[config.mk]
export PLATFORM = sky130hd
export DESIGN_NAME = trap_entry_unit
export DESIGN_NICKNAME = d
export VERILOG_FILES = /design/src/rtl/trap_pkg.sv /design/src/rtl/trap_cause_fix.sv /design/src/rtl/trap_route.sv /design/src/rtl/trap_vector_calc.sv /design/src/rtl/trap_entry_unit.sv
export SDC_FILE = /design/constraint.sdc
export NUM_CORES = 1
export LEC_CHECK = 0
export BUFFER_PORTS_ARGS = -buffer_cell sky130_fd_sc_hd__buf_2
export CAP_MARGIN = 20
export CORE_AREA = 2 2 192 194
export CTS_CLUSTER_DIAMETER = 40
export DETAILED_ROUTE_END_ITERATION = 10
export DIE_AREA = 0 0 194 196
export PLACE_DENSITY_LB_ADDON = 0.12
export SETUP_SLACK_MARGIN = 0.02
export SYNTH_ARGS = -nofsm -noshare
export SYNTH_HDL_FRONTEND = slang
export SYNTH_SLANG_ARGS = --single-unit
[constraint.sdc]
create_clock -name clk -period 1.1 [get_ports clk]
set_clock_uncertainty 0.1 [all_clocks]
set_input_delay 0.055 -clock clk [delete_from_list [all_inputs] [get_ports clk]]
set_output_delay 0.055 -clock clk [all_outputs]
set_load 0.02 [all_outputs]
[src/rtl/trap_pkg.sv]
package trap_pkg;

  typedef enum logic [1:0] {
    PRIV_U    = 2'd0,
    PRIV_S    = 2'd1,
    PRIV_RSVD = 2'd2,
    PRIV_M    = 2'd3
  } priv_e;

  // status word bit positions (decoded by neighbouring logic)
  localparam int unsigned ST_SIE    = 1;
  localparam int unsigned ST_MIE    = 3;
  localparam int unsigned ST_SPIE   = 5;
  localparam int unsigned ST_MPIE   = 7;
  localparam int unsigned ST_SPP    = 8;
  localparam int unsigned ST_MPP_LO = 11;

  localparam int unsigned ENV_CALL_CODE = 8;

  // exception codes whose trap value is the faulting address
  function automatic logic code_has_addr(input int unsigned code);
    case (code)
      0, 1, 4, 5, 6, 7, 12, 13, 15: code_has_addr = 1'b1;
      default:                      code_has_addr = 1'b0;
    endcase
  endfunction

  // environment call code by current privilege
  function automatic int unsigned env_call_code(input logic [1:0] priv);
    case (priv)
      2'd1:    env_call_code = 9;
      2'd3:    env_call_code = 11;
      default: env_call_code = 8;
    endcase
  endfunction

endpackage

[src/rtl/trap_cause_fix.sv]
module trap_cause_fix
  import trap_pkg::*;
#(
  parameter int unsigned XLEN    = 32,
  parameter int unsigned CAUSE_W = 6
) (
  input  logic               is_irq,
  input  logic [CAUSE_W-1:0] raw_cause,
  input  logic [1:0]         cur_priv,
  input  logic [XLEN-1:0]    fault_addr,
  output logic [CAUSE_W-1:0] eff_cause,
  output logic [XLEN-1:0]    tval_sel
);

  logic is_ecall;
  assign is_ecall = !is_irq && (32'(raw_cause) == ENV_CALL_CODE);

  always_comb begin
    eff_cause = is_ecall ? CAUSE_W'(env_call_code(cur_priv)) : raw_cause;
    tval_sel  = (!is_irq && code_has_addr(32'(eff_cause))) ? fault_addr : '0;
  end

  always_comb begin
    if (is_irq) assert_irq_no_tval_R6: assert (tval_sel == '0);
  end

endmodule

[src/rtl/trap_route.sv]
module trap_route
  import trap_pkg::*;
#(
  parameter int unsigned XLEN    = 32,
  parameter int unsigned CAUSE_W = 6
) (
  input  logic               is_irq,
  input  logic [CAUSE_W-1:0] cause,
  input  logic [1:0]         cur_priv,
  input  logic [XLEN-1:0]    medeleg,
  input  logic [XLEN-1:0]    mideleg,
  output logic               to_s
);

  localparam int unsigned IDX_W = $clog2(XLEN);

  logic [XLEN-1:0] mask;
  logic            in_range;
  logic            low_priv;
  logic            mask_bit;

  assign mask     = is_irq ? mideleg : medeleg;
  assign in_range = 32'(cause) < 32'(XLEN);
  assign low_priv = (cur_priv == PRIV_U) || (cur_priv == PRIV_S);

  generate
    if (CAUSE_W > IDX_W) begin : g_wide
      assign mask_bit = in_range && mask[cause[IDX_W-1:0]];
    end else begin : g_narrow
      assign mask_bit = mask[IDX_W'(cause)];
    end
  endgenerate

  assign to_s = low_priv && mask_bit;

  always_comb begin
    if (cur_priv == PRIV_M) assert_machine_never_delegates_R3: assert (!to_s);
  end

endmodule

[src/rtl/trap_vector_calc.sv]
module trap_vector_calc #(
  parameter int unsigned XLEN    = 32,
  parameter int unsigned CAUSE_W = 6
) (
  input  logic [XLEN-1:0]    tvec,
  input  logic               is_irq,
  input  logic [CAUSE_W-1:0] cause,
  output logic [XLEN-1:0]    new_pc
);

  localparam logic [1:0] MODE_VECTORED = 2'b01;

  function automatic logic [XLEN-1:0] handler_addr(
      input logic [XLEN-1:0] vec, input logic irq, input logic [CAUSE_W-1:0] c);
    logic [XLEN-1:0] base;
    logic [XLEN-1:0] off;
    base = {vec[XLEN-1:2], 2'b00};
    off  = {{(XLEN-CAUSE_W-2){1'b0}}, c, 2'b00};
    handler_addr = (irq && vec[1:0] == MODE_VECTORED) ? base + off : base;
  endfunction

  assign new_pc = handler_addr(tvec, is_irq, cause);

  always_comb begin
    assert_handler_aligned_R8: assert (new_pc[1:0] == 2'b00);
  end

endmodule

[src/rtl/trap_entry_unit.sv]
module trap_entry_unit
  import trap_pkg::*;
#(
  parameter int unsigned XLEN    = 32,
  parameter int unsigned CAUSE_W = 6
) (
  input  logic               clk,
  input  logic               rst_n,
  input  logic               trap_valid,
  input  logic               trap_is_irq,
  input  logic [CAUSE_W-1:0] trap_cause,
  input  logic [1:0]         cur_priv,
  input  logic [XLEN-1:0]    pc_in,
  input  logic [XLEN-1:0]    fault_addr,
  input  logic [XLEN-1:0]    status_in,
  input  logic [XLEN-1:0]    medeleg,
  input  logic [XLEN-1:0]    mideleg,
  input  logic [XLEN-1:0]    mtvec,
  input  logic [XLEN-1:0]    stvec,
  output logic [1:0]         priv_q,
  output logic [XLEN-1:0]    status_q,
  output logic [XLEN-1:0]    scause_q,
  output logic [XLEN-1:0]    sepc_q,
  output logic [XLEN-1:0]    stval_q,
  output logic [XLEN-1:0]    mcause_q,
  output logic [XLEN-1:0]    mepc_q,
  output logic [XLEN-1:0]    mtval_q,
  output logic [XLEN-1:0]    pc_q
);

  // named internal events
  logic [CAUSE_W-1:0] eff_cause;
  logic [XLEN-1:0]    tval_sel;
  logic               trap_to_s;
  logic [XLEN-1:0]    s_target_pc;
  logic [XLEN-1:0]    m_target_pc;
  logic               commit_s;
  logic               commit_m;

  trap_cause_fix #(.XLEN(XLEN), .CAUSE_W(CAUSE_W)) u_fix (
    .is_irq     (trap_is_irq),
    .raw_cause  (trap_cause),
    .cur_priv   (cur_priv),
    .fault_addr (fault_addr),
    .eff_cause  (eff_cause),
    .tval_sel   (tval_sel)
  );

  trap_route #(.XLEN(XLEN), .CAUSE_W(CAUSE_W)) u_route (
    .is_irq   (trap_is_irq),
    .cause    (eff_cause),
    .cur_priv (cur_priv),
    .medeleg  (medeleg),
    .mideleg  (mideleg),
    .to_s     (trap_to_s)
  );

  trap_vector_calc #(.XLEN(XLEN), .CAUSE_W(CAUSE_W)) u_svec (
    .tvec   (stvec),
    .is_irq (trap_is_irq),
    .cause  (eff_cause),
    .new_pc (s_target_pc)
  );

  trap_vector_calc #(.XLEN(XLEN), .CAUSE_W(CAUSE_W)) u_mvec (
    .tvec   (mtvec),
    .is_irq (trap_is_irq),
    .cause  (eff_cause),
    .new_pc (m_target_pc)
  );

  assign commit_s = trap_valid && trap_to_s;
  assign commit_m = trap_valid && !trap_to_s;

  function automatic logic [XLEN-1:0] push_status(
      input logic [XLEN-1:0] st, input logic to_s, input logic [1:0] priv);
    logic [XLEN-1:0] r;
    r = st;
    if (to_s) begin
      r[ST_SPIE] = st[ST_SIE];
      r[ST_SPP]  = priv[0];
      r[ST_SIE]  = 1'b0;
    end else begin
      r[ST_MPIE]        = st[ST_MIE];
      r[ST_MPP_LO +: 2] = priv;
      r[ST_MIE]         = 1'b0;
    end
    push_status = r;
  endfunction

  function automatic logic [XLEN-1:0] cause_word(
      input logic irq, input logic [CAUSE_W-1:0] c);
    cause_word = {irq, {(XLEN-1-CAUSE_W){1'b0}}, c};
  endfunction

  always_ff @(posedge clk or negedge rst_n) begin
    if (!rst_n) begin
      priv_q   <= PRIV_M;
      status_q <= '0;
      pc_q     <= '0;
    end else if (trap_valid) begin
      priv_q   <= trap_to_s ? PRIV_S : PRIV_M;
      status_q <= push_status(status_in, trap_to_s, cur_priv);
      pc_q     <= trap_to_s ? s_target_pc : m_target_pc;
    end
  end

  always_ff @(posedge clk or negedge rst_n) begin
    if (!rst_n) begin
      scause_q <= '0;
      sepc_q   <= '0;
      stval_q  <= '0;
    end else if (commit_s) begin
      scause_q <= cause_word(trap_is_irq, eff_cause);
      sepc_q   <= pc_in;
      stval_q  <= tval_sel;
    end
  end

  always_ff @(posedge clk or negedge rst_n) begin
    if (!rst_n) begin
      mcause_q <= '0;
      mepc_q   <= '0;
      mtval_q  <= '0;
    end else if (commit_m) begin
      mcause_q <= cause_word(trap_is_irq, eff_cause);
      mepc_q   <= pc_in;
      mtval_q  <= tval_sel;
    end
  end

  // assertions
  assert_priv_legal_R3: assert property (@(posedge clk) disable iff (!rst_n)
    trap_valid |-> cur_priv != PRIV_RSVD);

  assert_priv_target_R9: assert property (@(posedge clk) disable iff (!rst_n)
    trap_valid |=> priv_q == ($past(trap_to_s) ? PRIV_S : PRIV_M));

  assert_mie_cleared_R4: assert property (@(posedge clk) disable iff (!rst_n)
    commit_m |=> !status_q[ST_MIE]);

  assert_sie_cleared_R4: assert property (@(posedge clk) disable iff (!rst_n)
    commit_s |=> !status_q[ST_SIE]);

  assert_sepc_R5: assert property (@(posedge clk) disable iff (!rst_n)
    commit_s |=> sepc_q == $past(pc_in));

  assert_mepc_R5: assert property (@(posedge clk) disable iff (!rst_n)
    commit_m |=> mepc_q == $past(pc_in));

  assert_mtval_irq_R6: assert property (@(posedge clk) disable iff (!rst_n)
    commit_m && trap_is_irq |=> mtval_q == '0);

  assert_idle_hold_R10: assert property (@(posedge clk) disable iff (!rst_n)
    !trap_valid |=> $stable(pc_q) && $stable(priv_q) && $stable(status_q));

  assert_m_bank_hold_R10: assert property (@(posedge clk) disable iff (!rst_n)
    commit_s |=> $stable(mcause_q) && $stable(mepc_q) && $stable(mtval_q));

endmodule

Yosys cells after proc, flatten, opt, wreduce, memory -nomap -nowiden
Memories as Yosys holds them, arrays and structs flattened.
Index checks and enable logic that the tools add are counted.
{ "totals": {"reg_bits": 208, "romBits": 16, "n_memories": 1, "wordCells": 49, "in_bits": 236, "out_inout_bits": 258} }
{ "memory_table": {"columns": ["memory", "depth", "width", "rd", "rd_clocked_by_memory_dff", "write_ports", "line_no", "rtl"], "rows": [
  ["(name not given)", 16, 1, 1, 0, 0, "trap_pkg.sv:22", "case (code)"]
]} }
{ "op_classes": {"reduce_logical": 13, "n_eq_ne": 5, "addsub": 2, "muxes": 17, "n_lt_le_gt_ge": 2} }
{ "ops": {"columns": ["op", "n"], "rows": [
  ["32-bit two-way mux", 5],
  ["32-bit by 8-bit adder with 32-bit output", 2],
  ["1-bit logical AND", 8],
  ["1-bit two-way mux", 7],
  ["2-bit by 1-bit equality test with 1-bit output (second input constant)", 3],
  ["6-bit by 4-bit equality test with 1-bit output (second input constant)", 1],
  ["5-bit by 6-bit less-than comparator with 1-bit output (second input constant)", 1],
  ["6-bit less-than comparator (second input constant)", 1],
  ["6-bit two-way mux", 1],
  ["1-bit binary-select mux with 5-bit select", 1],
  ["2-bit logical NOT", 2],
  ["2-bit two-way mux", 2],
  ["2-bit case mux with 2 select lines", 1],
  ["2-bit equality test (second input constant)", 1],
  ["1-bit logical NOT", 2],
  ["1-bit logical OR", 1]
]} }

Longest topological paths before layout
Gate-level depths: netlist of run 1.
{ "depth": {"depth_word": 9, "ltp_mapped": 14, "ltp_nobuf": 13} }

Hierarchy
From an unflattened synthesis of run 1, not the netlist that was laid out.
{ "unflattened": {"cells_unflattened": 937, "hier_area_um2": 11468.5} }
{ "modules_own_cells": {"columns": ["mod", "cells_per_inst", "seq_area_each_um2", "area_per_inst_um2", "n_inst"], "rows": [
  ["trap_entry_unit", 580, 5181.2, 8677.1, 1],
  ["trap_vector_calc at u_mvec", 119, 0.0, 843.3, 1],
  ["trap_vector_calc at u_svec", 111, 0.0, 830.8, 1],
  ["trap_route", 42, 0.0, 606.8, 1],
  ["trap_cause_fix", 85, 0.0, 510.5, 1]
]} }

Worst setup path before layout of run 1
Ideal clock, no wire load.
{ "synth_timing": {"path_kind": "input to register", "start": "input port trap_cause[0]", "end": "register pc_q[18]", "setup_ps": 125, "arrival_ps": 2825, "required_time_ps": 875, "path_buffers": 0, "cell_stages": 13, "path_slack_ps": -1949, "cell_sequence": "and4bb_1 a21oi_2 inv_1 ha_1 inv_1 fa_1 inv_1 maj3_1 a2111oi_0 nor2_1 nand3_1 xnor2_1 mux2_2"} }
{ "synth_via": {"elab_chain_len": 8, "elab_cells_between_ends": 13, "cone_classes": "2 x add/sub; 1 x order compare; 1 x eq/ne; 6 x mux; 3 x reduce/logical"} }
{ "synth_rtl": {"columns": ["item", "line_no", "rtl"], "rows": [
  ["from (decl)", "trap_entry_unit.sv:11", "input logic [CAUSE_W-1:0] trap_cause,"],
  ["6-bit by 4-bit equality test with 1-bit output", "trap_cause_fix.sv:16", "assign is_ecall = !is_irq && (32'(raw_cause) == ENV_CALL_CODE);"],
  ["1-bit logical AND", "trap_cause_fix.sv:16", null],
  ["6-bit two-way mux *", "trap_cause_fix.sv:19", "eff_cause = is_ecall ? CAUSE_W'(env_call_code(cur_priv)) : raw_cause;"],
  ["via eff_cause[0]", "trap_entry_unit.sv:32", "logic [CAUSE_W-1:0] eff_cause;"],
  ["branches (longest 4 deep; another with 32-bit by 8-bit adder with 32-bit output)", null, null],
  ["32-bit two-way mux *", "trap_entry_unit.sv:104", "pc_q <= trap_to_s ? s_target_pc : m_target_pc;"],
  ["to (signal assigned)", "trap_entry_unit.sv:104", null],
  ["to (decl)", "trap_entry_unit.sv:28", "output logic [XLEN-1:0] pc_q"]
]} }
Mark *: on every way through the listed nets, which the timed path passes. The select of a mux whose other input is x is not followed.
A chain may end at the register's enable or synchronous reset.

Worst setup path after layout of run 1
{ "layout_timing": {"start": "input port trap_cause[0]", "end": "register pc_q[26]"} }
The elaborated chain is that of the path after synthesis.

==> impl_metrics.csv, run 1 <==
group,metric,value,unit
timing,tightestPinTransition,688.4,ps
die,die_area,38020,µm²
detailed_routing,routed_via_density,4.704,
pwr,p_leak,10.24,nW
worst_setup_path,setup.worst_path.start,"trap_cause[0]",
timing,holdWs,-53.65,ps
global_routing,grt.overflow.total,0,
logic_synthesis,synth_area_leader_cell,"dfrtp_1",
global_routing,grt_pass1_wl,67.11,mm
clock_tree,clkSinkCount,205,
cells_and_area,layout_common_cells,"buf_4 (260), buf_6 (237), buf_2 (227), dfrtp_1 (204), dlygate4sd3_1 (143)",
global_routing,antenna_found_initial,0,
run,maxCapViolations,0,
clock_tree,cts_hold_buf,143,
clock_tree,ctsLongestPathBuffers,3,
worst_setup_path,r2r_start,"mcause_q[2]",
clock_tree,cts_buffers,39,
global_routing,track_usage,0.2267,
timing,slew_viol_final,0,
logic_synthesis,synthCells,1064,
timing,period_needed,2348,ps
worst_setup_path,cp_data_required_time,1400,ps
global_routing,grt_pass1_vias,11580,
clock_tree,insertion_delay,530,ps
timing,setup_viol,385,
clock_tree,root_buffer,"clkbuf_16",
detailed_routing,avgRoutedWirePerCell,18.82,µm
pwr,power_density,1464,nW/µm²
die,die_height,196,µm
logic_synthesis,synth.avg_cell_area,10.80,µm²
outcome,violations,"hold timing, setup timing",
logic_synthesis,yosysTopAreaCellShare,0.4444,
logic_synthesis,ys.flop_type,"dfrtp_1",
hold_path,hp-class,"in2async",
cells_and_area,antennaDiodeCount,0,
logic_synthesis,synth_edf_count,0,
worst_setup_path,critPathLaunchType,"input port",
timing,final_hold_viol_count,26,
pwr,ir_drop,1863,µV
outcome,outcome,"finished, violations left",
detailed_routing,drt_pre_antenna_iters,5,
die,io_pins,494,
timing,rsz0062_at_grt,"true",
detailed_routing,num_vias,11520,
timing,finalCritPeriodShare,2.134,
timing,maxSlewHeadroom,0.5411,
worst_setup_path,path_max_fanout,7,
logic_synthesis,synth_warnings,0,
logic_synthesis,ys_seq_area_frac,0.4467,
detailed_routing,drc,0,
cells_and_area,seqCellArea,5131,µm²
detailed_routing,drt-total-wl,46.10,mm
place,dpl.hpwl,30.38,mm
cells_and_area,nFillCells,2969,
detailed_routing,first_iter_violations,350,
timing,fin_setup_tns,-225350,ps
die,row_count,70,
worst_setup_path,crit_path_end_kind,"register",
cells_and_area,final_common_cell,"buf_4",
worst_setup_path,critical_path_class,"in2reg",
logic_synthesis,async_flop_share,1.000,
cells_and_area,syn2layout_area_growth,88.73,%
logic_synthesis,synth_seq_cells,205,
place,place_ws,-2061,ps
cells_and_area,multiInputGateArea,6106,µm²
clock_tree,tritoncts,"done",
timing,fmax,0.4259,GHz
logic_synthesis,syn-cell-area,11490,µm²
global_routing,grt_max_degree,51,
worst_setup_path,arrival,2640,ps
cells_and_area,nets,2201,
place,portBuffers,440,
clock_tree,clk_pin_slew,50,ps
logic_synthesis,synthTopCellsByArea,"dfrtp_1 (44%), mux2i_1 (7.2%), mux2_2 (6.8%)",
die,initial_core_util,0.3183,
timing,fin_ws,-1248,ps
place,gp_congestion,0.8554,
cells_and_area,layout-drive-gt1-share,0.5318,
die,coreArea,36080,µm²
detailed_routing,ant_nets,0,
clock_tree,cts_max_level,2,
logic_synthesis,synth_cell_types,78,
die,die_w,194,µm
==> power breakdown <==
part / internal [mW] / total [mW] / switching (mW)
Clock: 7.92 / 12.1 / 4.22
Sequential: 8.64 / 9.47 / 0.829
Combinational: 5.49 / 10.1 / 4.64
Total: 22.0 / 31.7 / 9.70
==> kinds of logic after synthesis <==
group	synth area share
buffers and inverters	0.09781
AOI/OAI and AO/OA	0.09596
muxes	0.1962
and+or+nand+nor	0.1101
xor gates and xnor gates	0.03736
other	0.0006538
adders and majority gates	0.01525
DFF	0.4467
==> timing repair <==
| item | in CTS | in global routing |
|---|---|---|
| gates resized for setup | 98 | 498 |
| pin swaps | 43 | 31 |
| setup buffers | 39 | 89 |
| endpoints found under the hold margin | 402 | 25 |
| cloned | 15 | 2 |
| endpoints found under the setup margin | 385 | 385 |
==> state kept, by name (all words and copies together) (netlist names), 7 cells and up <==
register	flops
scause_q	7
mcause_q	7
mtval_q	32
mepc_q	32
sepc_q	32
stval_q	32
status_q	32
pc_q	30
==> Yosys cell counts (6+ instances only) <==
| cell | number |
|---|---|
| dfrtp_1 | 204 |
| inv_1 | 85 |
| mux2i_1 | 83 |
| nand2_1 | 72 |
| mux2_2 | 69 |
| nor2_1 | 67 |
| buf_4 | 56 |
| mux2_4 | 37 |
| xnor2_1 | 28 |
| clkbuf_1 | 27 |
| nand3_1 | 27 |
| nand4_1 | 26 |
| a211oi_1 | 22 |
| a21oi_1 | 21 |
| xor2_1 | 21 |
| a311oi_1 | 18 |
| a31oi_1 | 15 |
| buf_2 | 15 |
| o21ai_0 | 13 |
| nor3_1 | 11 |
| buf_6 | 10 |
| ha_1 | 10 |
| o31ai_1 | 9 |
| or3_1 | 8 |
| a221oi_1 | 6 |
| nor4_1 | 6 |
==> cell type report <==
| class | count | area share |
|---|---|---|
| clock buffer | 43 | 0.04709 |
| sequential | 205 | 0.2367 |
| tap | 468 | 0.02701 |
| multi-input combinational | 709 | 0.2816 |
| inverter | 86 | 0.01501 |
| clock inverter | 27 | 0.01431 |
| timing repair buffer | 912 | 0.3783 |
==> critical path, stage by stage <==
cell and delay (ps):
buf_8 80, and4bb_4 240, a21oi_4 270, inv_4 90, ha_4 170, inv_2 50
fa_2 210, inv_2 40, maj3_2 330, a2111oi_4 280, buf_4 180, nor2_4 50
buf_12 130, nand4_1 100, xor2_1 240, a211oi_1 110
==> path summary, 6_finish.rpt <==
kind                               end  slack, ps  cells after the start
setup / recovery              pc_q[26]      -1250                     16
hold / removal             stval_q[18]        -50                      2
setup reg to reg           mcause_q[2]         10                      3
hold reg to reg              priv_q[1]        400                      2
max in group asynchronous  stval_q[22]        430                      3
min in group clk              pc_q[28]        -10                      5
==> per-layer routing <==
layer	global-route usage	vias up	wire length (µm)
met2	0.3803	389	22970
li1	-	5455	-
met4	0.07435	0	1186
met5	0	-	0
met3	0.04659	77	2536
met1	0.2927	5603	19410
==> stage by stage <==
stage / power (mW) / hold slack, ps / area [µm²] / std cells / utilization
floorplan: 13.38 / -340.6 / 12040 / 1115 / -
finish: 31.74 / -53.65 / 21680 / 2450 / 0.6008
detailed placement: 16.35 / -71.05 / 15520 / 2095 / 0.4301
global placement: 16.28 / -75.10 / 15520 / 2095 / 0.4301
CTS: 29.65 / -80.81 / 19450 / 2361 / 0.5391
global route: 33.02 / -56.86 / 21680 / 2450 / 0.6008
No activity file was read; power rests on OpenSTA's default activity.
==> run 2, diff against run 1 <==
- RECOVER_POWER: default -> 50
==> impl_metrics.csv, run 2 (synthesized netlist as in run 1, its figures left out) <==
group,metric,value,unit
place,placed_area,15520,µm²
run,maxCapViolations,0,
place,portBuffers,440,
die,initial_core_util,0.3183,
timing,finalCritPeriodShare,2.134,
place,gp_congestion,0.8554,
cells_and_area,antennaDiodeCount,0,
pwr,ir_drop,1863,µV
detailed_routing,dr_wl_met3,2.527,mm
die,row_count,70,
timing,fin_ws,-1247,ps
die,io_pins,494,
outcome,violations,"hold timing, setup timing",
detailed_routing,drt-met1-wl,19.41,mm
detailed_routing,routed-wl-met2,23.02,mm
worst_setup_path,arrival,2640,ps
clock_tree,ctsLongestPathBuffers,3,
die,die_area,38020,µm²
pwr,power,31.73,mW
die,die_height,196,µm
global_routing,antenna_found_initial,0,
cells_and_area,multiInputGateArea,6106,µm²
global_routing,grt_max_degree,51,
worst_setup_path,cp_data_required_time,1400,ps
detailed_routing,ant_nets,0,
worst_setup_path,crit_path_end_kind,"register",
worst_setup_path,r2r_setup_slack,10,ps
cells_and_area,seqCellArea,5131,µm²
timing,period_needed,2347,ps
cells_and_area,utilization,0.5993,
pwr,power_density,1467,nW/µm²
cells_and_area,nets,2201,
global_routing,grt.overflow.total,0,
cells_and_area,layout-drive-gt1-share,0.5313,
cells_and_area,layout_common_cells,"buf_4 (256), buf_6 (241), buf_2 (227), dfrtp_1 (204), dlygate4sd3_1 (143)",
worst_setup_path,r2r_start,"mcause_q[2]",
die,coreArea,36080,µm²
detailed_routing,routed_via_density,4.704,
cells_and_area,finish.instance_area,21630,µm²
clock_tree,clkSinkCount,205,
cells_and_area,nFillCells,2977,
detailed_routing,drt_pre_antenna_iters,5,
hold_path,hp-class,"in2reg",
clock_tree,cts_max_level,2,
cells_and_area,final_common_cell,"buf_4",
detailed_routing,drt-total-wl,46.10,mm
timing,tightestPinTransition,674.2,ps
timing,final_hold_viol_count,1,
timing,maxSlewHeadroom,0.5505,
detailed_routing,route.top_layer_used,"met4",
worst_setup_path,setup.worst_path.start,"trap_cause[0]",
detailed_routing,avgRoutedWirePerCell,18.82,µm
global_routing,grt_pass1_wl,67.11,mm
worst_setup_path,path_max_fanout,7,
detailed_routing,drc,0,
hold_path,min_from,"mtvec[28]",
outcome,outcome,"finished, violations left",
pwr,p_leak,10.22,nW
detailed_routing,num_vias,11530,
clock_tree,cts_buffers,39,
global_routing,grt_pass1_vias,11580,
timing,fmax,0.4260,GHz
clock_tree,cts_hold_buf,143,
clock_tree,clk_pin_slew,40,ps
clock_tree,root_buffer,"clkbuf_16",
global_routing,track_usage,0.2267,
worst_setup_path,critical_path_class,"in2reg",
timing,rsz0062_at_grt,"true",
detailed_routing,first_iter_violations,349,
cells_and_area,syn2layout_area_growth,88.27,%
timing,slew_viol_final,0,
clock_tree,tritoncts,"done",
timing,holdWs,-13.90,ps
timing,setup_viol,385,
clock_tree,insertion_delay,530,ps
worst_setup_path,critPathLaunchType,"input port",
place,dpl.hpwl,30.38,mm
die,die_w,194,µm
[run 2: critical path, stage by stage]
cell and delay [ps]:
buf_8 80, and4bb_4 240, a21oi_4 270, inv_4 90, ha_4 170, inv_2 50
fa_2 210, inv_2 40, maj3_2 330, a2111oi_4 280, buf_4 180, nor2_4 50
buf_12 130, nand4_1 100, xor2_1 240, a211oi_1 110
[run 2: through the flow]
stage	TNS [ps]	setup WS (ps)	instances
floorplan	-222020	-1458	1115
global placement	-328560	-1989	2095
detailed placement	-337540	-2061	2095
CTS	-230760	-1202	2361
global route	-252780	-1342	2450
finish	-225500	-1247	2450
[run 2: power breakdown]
group	internal, mW	leakage [nW]	switching (mW)
Combinational	5.47	7.04	4.64
Clock	7.92	0.645	4.23
Sequential	8.64	2.53	0.830
Total	22.0	10.2	9.70
[run 2: worst paths after layout]
kind | endpoint | cells after the start
max in group asynchronous | sepc_q[10] | 3
setup / recovery | pc_q[26] | 16
hold / removal | pc_q[28] | 5
setup reg to reg | mcause_q[2] | 3
hold reg to reg | priv_q[1] | 2
min in group asynchronous | stval_q[18] | 2
[run 2: layout make-up]
class                           count  area share
Timing Repair Buffer              912      0.3767
Multi-Input combinational cell    709      0.2823
Sequential cell                   205      0.2373
Clock buffer                       43     0.04721
Tap cell                          468     0.02708
Inverter                           86     0.01504
Clock inverter                     27     0.01435
[run 2: repair_timing]
action | CTS | global route
gates resized for setup | 98 | 498
gates cloned | 15 | 2
hold endpoints to repair | 402 | 25
setup endpoints to repair | 385 | 385
buffers inserted | 39 | 89
pin swaps | 43 | 31
[run 2: routing by layer]
layer	vias to the layer above	track usage
met5	-	0
met4	0	0.07435
li1	5452	-
met2	383	0.3803
met3	77	0.04659
met1	5614	0.2927
